`config.mk`:
```
export PLATFORM = sky130hd
export DESIGN_NAME = i2c_irq_ctrl
export DESIGN_NICKNAME = d
export VERILOG_FILES = /design/src/rtl/i2c_irq_pkg.sv /design/src/rtl/i2c_irq_decode.sv /design/src/rtl/i2c_irq_status.sv /design/src/rtl/i2c_irq_enable.sv /design/src/rtl/i2c_irq_ctrl.sv
export SDC_FILE = /design/constraint.sdc
export NUM_CORES = 1
export LEC_CHECK = 0
export ABC_AREA = 1
export BUFFER_PORTS_ARGS = -buffer_cell sky130_fd_sc_hd__buf_2
export CORE_MARGIN = 5
export CORE_UTILIZATION = 40
export CTS_CLUSTER_DIAMETER = 150
export DETAILED_ROUTE_END_ITERATION = 10
export GPL_ROUTABILITY_DRIVEN = 1
export HOLD_SLACK_MARGIN = 0.12
export PLACE_DENSITY = 0.84
export SLEW_MARGIN = 0
export SYNTH_ARGS = -nofsm -noshare
export SYNTH_HDL_FRONTEND = slang
export SYNTH_SLANG_ARGS = --single-unit
```
`constraint.sdc`:
```
create_clock -name clk -period 1.2 [get_ports clk]
set_clock_uncertainty 0.15 [all_clocks]
set_input_delay 0.06 -clock clk [delete_from_list [all_inputs] [get_ports clk]]
set_output_delay 0.06 -clock clk [all_outputs]
set_load 0.02 [all_outputs]
```
`src/rtl/i2c_irq_pkg.sv`:
```
package i2c_irq_pkg;
  localparam int IC_W = 16;
  localparam int IC_AW = 2;
  localparam logic [IC_W-1:0] IC_LATCH_MASK = 16'h611F;
  localparam int IC_BUSY_BIT = 12;

  localparam int EV_ARB_LOST  = 0;
  localparam int EV_NO_ACK    = 1;
  localparam int EV_XFER_DONE = 2;
  localparam int EV_RX_READY  = 3;
  localparam int EV_TX_READY  = 4;
  localparam int EV_BUS_FREE  = 8;
  localparam int EV_RX_DRAIN  = 13;
  localparam int EV_TX_DRAIN  = 14;

  typedef enum logic [IC_AW-1:0] {
    A_STATUS = 2'd0,
    A_EN_READ = 2'd1,
    A_EN_SET = 2'd2,
    A_EN_CLR = 2'd3
  } ic_addr_e;

  typedef struct packed {
    logic status_w1c;
    logic en_set;
    logic en_clr;
  } ic_wr_t;
endpackage

```
`src/rtl/i2c_irq_decode.sv`:
```
module i2c_irq_decode
  import i2c_irq_pkg::*;
(
  input  logic             wr,
  input  logic [IC_AW-1:0] addr,
  output ic_wr_t           sel
);
  always_comb begin
    sel = '0;
    if (wr) begin
      unique case (ic_addr_e'(addr))
        A_STATUS: sel.status_w1c = 1'b1;
        A_EN_SET: sel.en_set = 1'b1;
        A_EN_CLR: sel.en_clr = 1'b1;
        default: ;
      endcase
    end
  end
endmodule

```
`src/rtl/i2c_irq_status.sv`:
```
module i2c_irq_status #(
  parameter int W = 16,
  parameter logic [W-1:0] KEEP = '1
) (
  input  logic         clk,
  input  logic         rst_n,
  input  logic [W-1:0] ev,
  input  logic         clr_stb,
  input  logic [W-1:0] clr_mask,
  output logic [W-1:0] q
);
  logic [W-1:0] clr_v;
  logic [W-1:0] nxt;

  always_comb begin
    clr_v = clr_stb ? clr_mask : '0;
    // an event in the same cycle overrides the clear
    nxt = ((q & ~clr_v) | ev) & KEEP;
  end

  always_ff @(posedge clk or negedge rst_n) begin
    if (!rst_n) q <= '0;
    else        q <= nxt;
  end
endmodule

```
`src/rtl/i2c_irq_enable.sv`:
```
module i2c_irq_enable #(
  parameter int W = 16,
  parameter logic [W-1:0] KEEP = '1
) (
  input  logic         clk,
  input  logic         rst_n,
  input  logic         set_stb,
  input  logic         clr_stb,
  input  logic [W-1:0] mask,
  output logic [W-1:0] q
);
  logic [W-1:0] nxt;

  always_comb begin
    nxt = q;
    if (set_stb) nxt = nxt | mask;
    if (clr_stb) nxt = nxt & ~mask;
    nxt = nxt & KEEP;
  end

  always_ff @(posedge clk or negedge rst_n) begin
    if (!rst_n) q <= '0;
    else        q <= nxt;
  end
endmodule

```
`src/rtl/i2c_irq_ctrl.sv`:
```
module i2c_irq_ctrl
  import i2c_irq_pkg::*;
(
  input  logic             clk,
  input  logic             rst_n,
  input  logic [IC_W-1:0]  ev_pulse,
  input  logic             bus_busy,
  input  logic [IC_AW-1:0] reg_addr,
  input  logic             reg_wr,
  input  logic [IC_W-1:0]  reg_wdata,
  output logic [IC_W-1:0]  reg_rdata,
  output logic             irq
);
  localparam logic [IC_W-1:0] BUSY_ONEHOT = IC_W'(1) << IC_BUSY_BIT;
  localparam logic [IC_W-1:0] KEEP = IC_LATCH_MASK & ~BUSY_ONEHOT;

  ic_wr_t sel;
  logic [IC_W-1:0] status_q;
  logic [IC_W-1:0] enable_q;

  i2c_irq_decode u_dec (
    .wr(reg_wr), .addr(reg_addr), .sel(sel)
  );

  i2c_irq_status #(.W(IC_W), .KEEP(KEEP)) u_stat (
    .clk(clk), .rst_n(rst_n), .ev(ev_pulse),
    .clr_stb(sel.status_w1c), .clr_mask(reg_wdata), .q(status_q)
  );

  i2c_irq_enable #(.W(IC_W), .KEEP(KEEP)) u_en (
    .clk(clk), .rst_n(rst_n), .set_stb(sel.en_set),
    .clr_stb(sel.en_clr), .mask(reg_wdata), .q(enable_q)
  );

  always_comb begin
    unique case (ic_addr_e'(reg_addr))
      A_STATUS:  reg_rdata = status_q | (bus_busy ? BUSY_ONEHOT : '0);
      A_EN_READ: reg_rdata = enable_q;
      default:   reg_rdata = '0;
    endcase
  end

  assign irq = |(status_q & enable_q);
endmodule

```
After elaboration in Yosys (flattened, before gate mapping)
Cells that the tools add are included.
{"block": "word_totals", "reg_bits": 16, "inputBits": 38, "out_inout_bits": 17, "wordCells": 24}
{"block": "classes", "n_eq_ne": 3, "muxes": 9, "n_bitwise": 8, "reduce_logical": 2}
{"operator": "AND 15 bit", "n": 3}
{"operator": "two-way mux 15 bit", "n": 3}
{"operator": "inverter 15 bit", "n": 2}
{"operator": "bitwise OR 15 bit", "n": 2}
{"operator": "one-hot mux 15 bit (2 select lines)", "n": 1}
{"operator": "OR reduction 16 bit", "n": 1}
{"operator": "bitwise OR 15 x 13 -> 15 bit", "n": 1}
{"operator": "two-way mux 13 bit", "n": 1}
{"operator": "equality test 2 bit, second input constant", "n": 2}
{"operator": "two-way mux 1 bit", "n": 3}
{"operator": "two-way mux 3 bit", "n": 1}
{"operator": "equality test 2 x 1 -> 1 bit, second input constant", "n": 1}
{"operator": "logical NOT 2 bit", "n": 1}

Longest topological paths before layout
Gate-level depths: netlist of the first run.
{"block": "logic_depth", "depth_word": 7, "ltp_mapped": 6, "ltp_nobuf": 4}

Cells and area by module
From an unflattened synthesis of the first run, not the netlist that was laid out.
{"block": "unflattened", "hier_cells": 213, "area_unflattened_um2": 1255.0}
{"module": "i2c_irq_enable", "n_inst": 1, "cells_per_inst": 67, "area_per_inst_um2": 454.2, "seq_area_each_um2": 200.2}
{"module": "i2c_irq_status", "n_inst": 1, "cells_per_inst": 50, "area_per_inst_um2": 389.1, "seq_area_each_um2": 200.2}
{"module": "i2c_irq_ctrl", "n_inst": 1, "cells_per_inst": 89, "area_per_inst_um2": 385.4, "seq_area_each_um2": 0.0}
{"module": "i2c_irq_decode", "n_inst": 1, "cells_per_inst": 7, "area_per_inst_um2": 26.3, "seq_area_each_um2": 0.0}

Worst setup path before layout of the first run
Ideal clock, no wire load.
{"block": "synth_path", "kind": "in2out", "from": "input reg_addr[0]", "to": "output reg_rdata[12]", "t_arrival_ps": 870, "required_ps": 990, "path_slack_ps": 120, "stages": 3, "n_path_buf": 2, "cell_sequence": "buf_6 -> buf_2 -> nor3b_1"}
{"block": "synth_between", "elab_chain_cells": 2}
{"element": "from (decl)", "line_no": "i2c_irq_ctrl.sv:8", "rtl": "input logic [IC_AW-1:0] reg_addr,"}
{"element": "equality test 2 x 1 -> 1 bit or logical NOT 2 bit (tied branches)", "line_no": "i2c_irq_ctrl.sv:36", "rtl": "unique case (ic_addr_e'(reg_addr))"}
{"element": "one-hot mux 15 bit (2 select lines) (*)", "line_no": "i2c_irq_ctrl.sv:36"}
{"element": "to (decl)", "line_no": "i2c_irq_ctrl.sv:11", "rtl": "output logic [IC_W-1:0] reg_rdata,"}
Every way passes the cells marked *; elsewhere a longest branch is shown, timed or not.

Worst setup path in the final report of the first run
{"block": "layout_path", "from": "register u_stat.q[2]", "to": "output irq"}
{"block": "layout_between", "elab_chain_cells": 2}
{"element": "from (decl)", "line_no": "i2c_irq_status.sv:10", "rtl": "output logic [W-1:0] q"}
{"element": "from (signal assigned)", "line_no": "i2c_irq_status.sv:23", "rtl": "else q <= nxt;"}
{"element": "AND 15 bit", "line_no": "i2c_irq_ctrl.sv:43", "rtl": "assign irq = |(status_q & enable_q);"}
{"element": "OR reduction 16 bit", "line_no": "i2c_irq_ctrl.sv:43"}
{"element": "to (decl)", "line_no": "i2c_irq_ctrl.sv:12", "rtl": "output logic irq"}
No other way between the ends.

==> flow_summary.json, run 1 <==
{
  "final_layout_size_suffix_gt1_share_pct": 29.80,
  "via_per_inst": 4.659,
  "drt-total-wl_um": 2670,
  "core_region_area_sq_um": 2255,
  "synth-seq-area-share_pct": 41.61,
  "dieHeight_um": 59.05,
  "report.final.slew_viol_count": 0,
  "via_count": 1053,
  "peakVddDrop_v": 0.0008488,
  "grt_use_total_pct": 15.96,
  "critical_path_arrival_ns": 1.15,
  "gr-total-overflow": 0,
  "ys_top_cells_by_count": "nand2_1 (53), inv_1 (17), dfrtp_1 (16), nand3_1 (14)",
  "synth_top_area_cell": "dfrtp_1",
  "finalNonFillerCells": 226,
  "drt-pass1-iter-count": 4,
  "setup-violations-final": 7,
  "antenna_cells": 0,
  "gpl.final_weighted_congestion": 0.7586,
  "tritoncts.num_buffers": 3,
  "max_cap_violations": 0,
  "grt_first_pass_wirelength_um": 4271,
  "pwr_density_cell_nw_per_um2": 956.4,
  "place.detailed.instances": 194,
  "dieWidth_um": 59.05,
  "cellLeakagePower_nw": 0.8104,
  "met2WireLength_um": 1306,
  "synthMostInstantiatedCell": "nand2_1",
  "post-route-drc-count": 0,
  "synth_cells": 136,
  "yosysWarnings": 0,
  "pin_count": 55,
  "areaGrowthSynthToFinish_pct": 57.09,
  "design_area_sq_um": 1511,
  "clock_insertion_delay_worst_skew_ns": 0.29,
  "postPlaceCellArea_sq_um": 1117,
  "synth_area_sq_um": 962.2,
  "cts.sinks": 16,
  "holdCritPathClass": "in -> reg",
  "cp.required_ns": 0.99,
  "final_net_count": 237,
  "first_global_vias": 990,
  "max_clock_freq_mhz": 735.5,
  "synth_flop_cell": "dfrtp_1",
  "violations_in_the_final_reports": "negative setup slack",
  "synth_seq_cells": 16,
  "outcome": "finished, violations left",
  "cts_tree": "built",
  "worstPathMaxFanout": 2,
  "clockRootBuffer": "clkbuf_4",
  "netlist_top_cells_area": "dfrtp_1 (42%), nand2_1 (21%), nand3_1 (7.3%)",
  "dp_hpwl_um": 1662,
  "grt_setup_unrepaired": "yes",
  "worstSetupPathType": "reg -> out",
  "holdWs_ns": 0.1272,
  "first_iter_violations": 13,
  "wl_met1_um": 1134,
  "detailroute.wirelength.met3_um": 207,
  "critical_path_launch_point_type": "register",
  "finalCoreUtilization_pct": 67.04,
  "synth_top_cell_area_share_pct": 41.61,
  "routedWlPerCell_um": 11.81,
  "antenna_violating_nets_post_route": 0,
  "fp-row-count": 17,
  "synth.avg_cell_area_sq_um": 7.075,
  "die_area_sq_um": 3486,
  "cts_max_path_buffers": 2,
  "timing_hold_violations_final": 0,
  "timing.final.crit_share_pct": 113.3,
  "grt_antenna_before_repair": 0,
  "finalCriticalPeriod_ns": 1.360,
  "totalNegativeSetupSlack_ns": -0.5175,
  "ys_async_rst_share_pct": 100.0,
  "netlist-cell-type-count": 16,
  "fin_ws_ns": -0.1596,
  "worst_setup_path_end_kind": "output port",
  "synth_edf_count": 0,
  "ctsHtreeMaxLevel": 1,
  "grt_max_degree": 17,
  "initial_cell_density_of_the_core_pct": 42.67,
  "buffer_ports.inserted": 31,
  "path_clk_slew_ns": 0.10,
  "maxUsedRoutingLayer": "met4"
}
==> layout make-up <==
| cell class | count | area (sq um) |
|---|---|---|
| Multi-Input combinational cell | 97 | 447.9 |
| Sequential cell | 16 | 400.4 |
| Tap cell | 28 | 35.03 |
| Fill cell | 189 | 743.2 |
| Inverter | 18 | 70.07 |
| Clock buffer | 4 | 36.28 |
| Timing Repair Buffer | 63 | 521.8 |
==> per-layer routing <==
metal | global-route usage, % | up-vias
met5 | 0 | -
met1 | 20.65 | 477
met2 | 26.50 | 42
met3 | 3.486 | 2
li1 | - | 532
met4 | 4.854 | 0
==> timing repair <==
item / in CTS / in global routing
setup buffers: 5 / 2
gates resized for setup: 12 / 20
pin swaps: 3 / 7
setup endpoints to repair: 6 / 27
hold endpoints to repair: 32 / 0
gates cloned: 0 / 0
hold buffers: 21 / 0
==> worst paths after layout <==
check	startpoint	endpoint	slack [ns]	cells after the start
min in group asynchronous	rst_n	u_stat.q[1]	0.57	3
worst max register to register	u_stat.q[8]	u_stat.q[8]	0.20	4
worst min-delay path	reg_addr[1]	register	0.13	4
worst max-delay path	u_stat.q[2]	irq	-0.16	5
worst min register to register	u_stat.q[13]	u_stat.q[13]	0.36	2
max in group asynchronous	rst_n	u_stat.q[8]	0.13	3
==> worst max-delay path: stages (launching register included) <==
cell and delay [ns]:
dfrtp_1 0.40, nand2_1 0.07, nand2_1 0.06, nor2_1 0.10, nand2_1 0.09, buf_6 0.14
==> power breakdown <==
part           internal, mW  switching (mW)
Combinational         0.212           0.240
Sequential            0.591          0.0374
Clock                 0.185           0.180
==> cells by family after synthesis <==
kind of cell	count (synthesis)	synth area share (%)
and+or+nand+nor	74	33.42
buffers and inverters	29	16.25
DFF	16	41.61
other	1	0.3897
AOI/OAI and AO/OA	16	8.323
==> stage by stage <==
step,setup WS [ns],power (mW)
after floorplan,0.1199,0.8624
after global placement,0.1744,0.9573
after detailed placement,0.1556,0.9668
after CTS,-0.1419,1.416
after global routing,-0.2434,1.527
final,-0.1596,1.446
==> placed cells by master, fill, tap and decap left out <==
cell	Yosys	final
nor2_4	1	1
buf_2	1	21
o21ai_1	8	8
inv_1	17	17
nand2_2	1	9
clkbuf_4	0	4
nor3b_1	1	1
buf_4	8	7
nand2_1	53	45
inv_4	0	1
nand3_1	14	14
nand3_2	2	2
dfrtp_1	16	16
dlygate4sd3_1	0	21
clkbuf_8	0	1
buf_6	2	13
nor2_1	2	2
conb_1	1	7
o21ai_0	8	8
No activity file was read; power rests on OpenSTA's default activity.
==> run 2: changes to the inputs <==
- CORE_UTILIZATION: 40 -> 39
- PLACE_DENSITY: 0.84 -> 0.85
- clock period: 1.2 -> 1.1 ns (I/O delays scaled with it)
==> run 2 against run 1 <==
Register-to-register slack got worse by 0.21 ns; final cell count rose by 2.2%; total power rose by 12%; global-route usage fell by 0.32 points; sequential power rose by 8.7%; clock power rose by 7.7%; clock-buffer cell count did not move; sequential share of layout area fell by 0.79 points; the flow still finishes with violations (negative setup slack); highest routed layer unchanged; via count fell by 0.85%; critical path depth did not move; utilization fell by 2.4 points.
==> flow_summary.json, run 2 (synthesized netlist as in run 1, its figures left out) <==
{
  "cellLeakagePower_nw": 0.8487,
  "first_iter_violations": 29,
  "critical_path.reg2reg.startpoint": "u_stat.q[2]",
  "timing.hold.worst.start": "reg_wr",
  "post-route-drc-count": 0,
  "critical_path_launch_point_type": "register",
  "via_per_inst": 4.519,
  "die_area_sq_um": 3561,
  "gpl.final_weighted_congestion": 0.7763,
  "initial_cell_density_of_the_core_pct": 39.93,
  "pin_count": 55,
  "buffer_ports.inserted": 31,
  "clock_insertion_delay_worst_skew_ns": 0.29,
  "crit_path_cell_trace": "buf_4 -> buf_6 -> nand2_2 -> nand2_2 -> buf_6",
  "grt_max_degree": 17,
  "routedWlPerCell_um": 12.00,
  "clockRootBuffer": "clkbuf_4",
  "dp_hpwl_um": 1658,
  "grt_setup_unrepaired": "yes",
  "dieHeight_um": 59.67,
  "fp-row-count": 18,
  "grt_antenna_before_repair": 0,
  "max_clock_freq_mhz": 728.1,
  "finalNonFillerCells": 231,
  "design_area_sq_um": 1558,
  "totalPowerFinal_mw": 1.617,
  "reg2reg_setup_slack_ns": -0.01,
  "worstSetupPathType": "reg -> out",
  "antenna_cells": 0,
  "timing_hold_violations_final": 0,
  "cts_max_path_buffers": 2,
  "gr-total-overflow": 0,
  "max_cap_violations": 0,
  "drt-total-wl_um": 2773,
  "worst_setup_path_end_kind": "output port",
  "cp.required_ns": 0.89,
  "layout_commonest_cell": "nand2_1",
  "n_fill_cell": 198,
  "grt_use_total_pct": 15.63,
  "place.detailed.instances": 199,
  "cts_tree": "built",
  "setup-violations-final": 10,
  "areaGrowthSynthToFinish_pct": 61.90,
  "min_path_cells": 4,
  "grt_first_pass_wirelength_um": 4250,
  "cpMaxStageDelayCell": "dfrtp_1",
  "ctsHtreeMaxLevel": 1,
  "drt-pass1-iter-count": 4,
  "postPlaceCellArea_sq_um": 1142,
  "finalCoreUtilization_pct": 64.64,
  "via_count": 1044,
  "tritoncts.num_buffers": 3,
  "core_region_area_sq_um": 2410,
  "cts.sinks": 16,
  "worstPathMaxFanout": 2,
  "antenna_violating_nets_post_route": 0,
  "critical_path_arrival_ns": 1.17,
  "final_net_count": 240,
  "pwr_density_cell_nw_per_um2": 1038,
  "totalNegativeSetupSlack_ns": -1.345,
  "worst_r2r_endpoint": "u_stat.q[2]",
  "timing.reg2reg.worst_path_depth": 5,
  "first_global_vias": 961,
  "fin_ws_ns": -0.2734,
  "path_clk_slew_ns": 0.09,
  "final_layout_size_suffix_gt1_share_pct": 31.84,
  "finalCriticalPeriod_ns": 1.373,
  "timing.final.crit_share_pct": 124.9,
  "layout.cells.most_common_list": "nand2_1 (46), buf_2 (21), dlygate4sd3_1 (19)",
  "worst_path_largest_cell_delay_ns": 0.40,
  "dieWidth_um": 59.67,
  "holdWs_ns": 0.04721,
  "holdCritPathClass": "in -> reg",
  "report.final.slew_viol_count": 0,
  "outcome": "finished, violations left",
  "peakVddDrop_v": 0.001014,
  "violations_in_the_final_reports": "negative setup slack",
  "dp_slack_ns": 0.05600
}
## run 2: changes by cell type in the layout (fill, tap and decap cells not counted), sizes merged
cell / delta
dlygate4sd3: -2
buf: +3
dlymetal6s4s: +2
## run 2: critical path, delay by kind of cell, from the launching register on
family	cells	cell delay, ns
AND/OR/NAND/NOR	2	0.11
flip-flops	1	0.40
buffers and inverters	3	0.37
## run 2: how the worst max path moves through the flow
stage	start	end	slack [ns]	depth (start not counted)
after detailed placement	u_stat.q[2]	irq	0.06	5
after CTS	register	irq	-0.25	5
after global placement	u_stat.q[2]	irq	0.05	5
final	u_stat.q[2]	reg_rdata[2]	-0.27	5
after floorplan	reg_addr[0]	reg_rdata[12]	0.03	3
after global routing	register	irq	-0.33	5
## run 2: cell type report
cell class / count / area, sq um / share of cell area [%]
timing repair buffer: 66 / 545.5 / 35.02
multi-input combinational: 97 / 467.9 / 30.04
clock buffer: 4 / 36.28 / 2.329
inverter: 18 / 70.07 / 4.498
tap: 30 / 37.54 / 2.410
sequential: 16 / 400.4 / 25.70
## run 2: power breakdown
group | internal [mW] | switching (mW) | leakage, nW
Combinational | 0.256 | 0.283 | 0.655
Sequential | 0.645 | 0.0396 | 0.173
Clock | 0.202 | 0.191 | 0.0210
Total | 1.10 | 0.514 | 0.849
## run 2: timing repair
item | CTS | global route
gates resized for setup | 19 | 18
endpoints found under the setup margin | 9 | 23
hold buffers | 21 | 1
pin swaps | 10 | 5
buffers inserted | 5 | 2
cloned | 0 | 0
endpoints found under the hold margin | 32 | 25
## run 2: routing by layer
metal | vias up | share of wire [%] | track usage [%]
met5 | - | 0 | 0
met4 | 0 | 0.36 | 1.899
met3 | 2 | 7.2 | 2.592
met2 | 41 | 50 | 27.01
met1 | 465 | 42 | 21.06
li1 | 536 | - | -
==> run 3: changes to the inputs <==
- ABC_AREA: 1 -> 0
- CORE_UTILIZATION: 39 -> 38
- PLACE_DENSITY: 0.85 -> 0.84
==> run 3 against run 2 <==
The run still ends with negative setup slack left; non-clock buffer count is 3 lower; routed wire length fell by 15%; total power down 1.5%; final cell count fell by 17%; critical path type unchanged; critical endpoint is now irq; largest power group unchanged.
==> flow_summary.json, run 3 <==
{
  "outcome": "finished, violations left",
  "violations_in_the_final_reports": "negative setup slack",
  "fin_ws_ns": -0.2886,
  "holdWs_ns": 0.05471,
  "crit_path_cell_trace": "a22oi_2 -> nand4_1 -> buf_6",
  "pwr_density_cell_nw_per_um2": 1118,
  "max_clock_freq_mhz": 720.2,
  "totalPowerFinal_mw": 1.592,
  "worst_setup_path_end_kind": "output port",
  "synth_edf_count": 0,
  "post-route-drc-count": 0,
  "worst_r2r_endpoint": "u_stat.q[0]",
  "setup-violations-final": 9,
  "dieWidth_um": 59.89,
  "holdCritPathClass": "in -> async",
  "netlist_top_cells_area": "dfrtp_1 (42%), mux2i_1 (17%), inv_1 (6.3%)",
  "ys_top_cells_by_count": "dfrtp_1 (16), inv_1 (16), mux2i_1 (16), nor2_1 (16)",
  "initial_cell_density_of_the_core_pct": 38.89,
  "path_clk_slew_ns": 0.10,
  "grt_max_degree": 18,
  "dieHeight_um": 59.89,
  "antenna_violating_nets_post_route": 0,
  "die_area_sq_um": 3587,
  "cts_tree": "built",
  "yosysWarnings": 0,
  "dp_hpwl_um": 1599,
  "final_layout_size_suffix_gt1_share_pct": 32.92,
  "fp-row-count": 18,
  "synth.avg_cell_area_sq_um": 9.459,
  "grt_first_pass_wirelength_um": 3594,
  "grt_setup_unrepaired": "yes",
  "cp_num_cells": 3,
  "synth_flop_cell": "dfrtp_1",
  "first_iter_violations": 44,
  "worstSetupPathType": "reg -> out",
  "worst_path_largest_cell_delay_ns": 0.41,
  "cp_endpoint": "irq",
  "cpMaxStageDelayCell": "dfrtp_1",
  "synth_top_area_cell": "dfrtp_1",
  "tritoncts.num_buffers": 3,
  "timing_hold_violations_final": 0,
  "gr-total-overflow": 0,
  "pin_count": 55,
  "reg2reg_setup_slack_ns": 0.05,
  "worstPathMaxFanout": 2,
  "cp.required_ns": 0.89,
  "timing.final.crit_share_pct": 126.2,
  "crit_start": "u_stat.q[8]",
  "n_fill_cell": 205,
  "synth_area_sq_um": 945.9,
  "areaGrowthSynthToFinish_pct": 50.53,
  "ys_async_rst_share_pct": 100.0,
  "groute.layer.met2.usage_pct": 23.46,
  "netlist-cell-type-count": 13,
  "routedWlPerCell_um": 12.32,
  "cts.sinks": 16,
  "ff_latch_area_sq_um": 400.4,
  "globalRoute.busiestLayer": "met2",
  "critical_path_arrival_ns": 1.18,
  "grt_use_total_pct": 13.18,
  "synth-seq-area-share_pct": 42.33,
  "drt-total-wl_um": 2353,
  "layout.cells.most_common_list": "buf_2 (24), dlygate4sd3_1 (17), buf_4 (17)",
  "grtUsageMet1_pct": 15.75,
  "via_per_inst": 4.560,
  "crit_buf_inv": 1,
  "drt-pass1-iter-count": 4,
  "global_route.usage.met3_pct": 2.160,
  "clockRootBuffer": "clkbuf_4",
  "cellLeakagePower_nw": 0.7668,
  "synth_cells": 100,
  "synth_seq_cells": 16,
  "synth_top_cell_area_share_pct": 42.33,
  "gpl.final_weighted_congestion": 0.7949,
  "finalCriticalPeriod_ns": 1.389,
  "critical_path.top_delay_family": "flip-flops",
  "peakVddDrop_v": 0.0005546,
  "clock_insertion_delay_worst_skew_ns": 0.29,
  "via_count": 871,
  "antenna_cells": 0,
  "critical_path_launch_point_type": "register",
  "critical_path.reg2reg.startpoint": "u_stat.q[0]",
  "report.final.slew_viol_count": 0,
  "final_net_count": 200,
  "cts-hold-fix-buffers": 18,
  "layout_commonest_cell": "buf_2",
  "multi_input_area_sq_um": 414.1,
  "buffer_ports.inserted": 31,
  "timing.reg2reg.worst_path_depth": 4,
  "cts_max_path_buffers": 2,
  "ctsHtreeMaxLevel": 1,
  "grt_antenna_before_repair": 0,
  "max_cap_violations": 0,
  "first_global_vias": 843,
  "core_region_area_sq_um": 2432
}
-- run 3: through the flow --
stage	setup TNS [ns]	utilization [%]	std cells	setup slack (ns)	cell area (sq um)
global route	-2.452	58.54	191	-0.3286	1424
finish	-2.043	58.54	191	-0.2886	1424
global placement	0	45.42	162	0.02713	1105
CTS	-1.986	56.64	189	-0.2898	1378
floorplan	0	-	106	0.05220	968.4
detailed placement	-0.004365	45.42	162	-0.004365	1105
-- run 3: layout make-up --
type,instances,area share [%]
clock buffers,4,2.548
flip-flops and latches,16,28.12
well taps,30,2.636
repair buffers,63,33.39
inverters,16,4.218
multi-input cells,62,29.09
-- run 3: worst min path at each step --
| stage | from | end | cells past startpoint | slack [ns] |
|---|---|---|---|---|
| floorplan | rst_n | asynchronous set/reset pin | 0 | -0.39 |
| finish | rst_n | asynchronous set/reset pin | 2 | 0.05 |
| global placement | rst_n | u_stat.q[3] | 1 | -0.17 |
| detailed placement | rst_n | u_stat.q[14] | 1 | -0.16 |
| global route | reg_wr | register | 4 | 0.10 |
| CTS | rst_n | u_stat.q[14] | 2 | 0.06 |
-- run 3: power by group --
part,switching (mW),internal (mW),leakage [nW]
Clock,0.198,0.202,0.0210
Sequential,0.0617,0.654,0.165
Combinational,0.232,0.244,0.581
Total,0.492,1.10,0.767
-- run 3: timing repair --
item                                    CTS  global route
hold endpoints to repair                 32            21
endpoints found under the setup margin    9            12
gates cloned                              0             0
resized for setup                         5            10
setup buffers                             5             2
pin swaps                                 1             4
-- run 3: cells by family after synthesis --
family | after synthesis | synth area share (%)
AOI/OAI and AO/OA | 12 | 8.466
buffers and inverters | 28 | 17.86
DFF | 16 | 42.33
muxes | 16 | 16.93
other | 1 | 0.3964
and+or+nand+nor | 27 | 14.02
-- run 3: worst reg2reg max path: cells and delay by family (launching register included) --
kind | cells | cell delay, ns
simple gates | 1 | 0.09
buf+inv | 2 | 0.25
compound gates | 1 | 0.04
flops | 1 | 0.42
-- run 3: routing by layer --
layer / wire (um) / up-vias / part of all wire [%]
li1: - / 440 / -
met1: 1004 / 400 / 43
met2: 1167 / 27 / 50
met3: 150 / 4 / 6.4
met4: 31 / 0 / 1.3
met5: 0 / - / 0
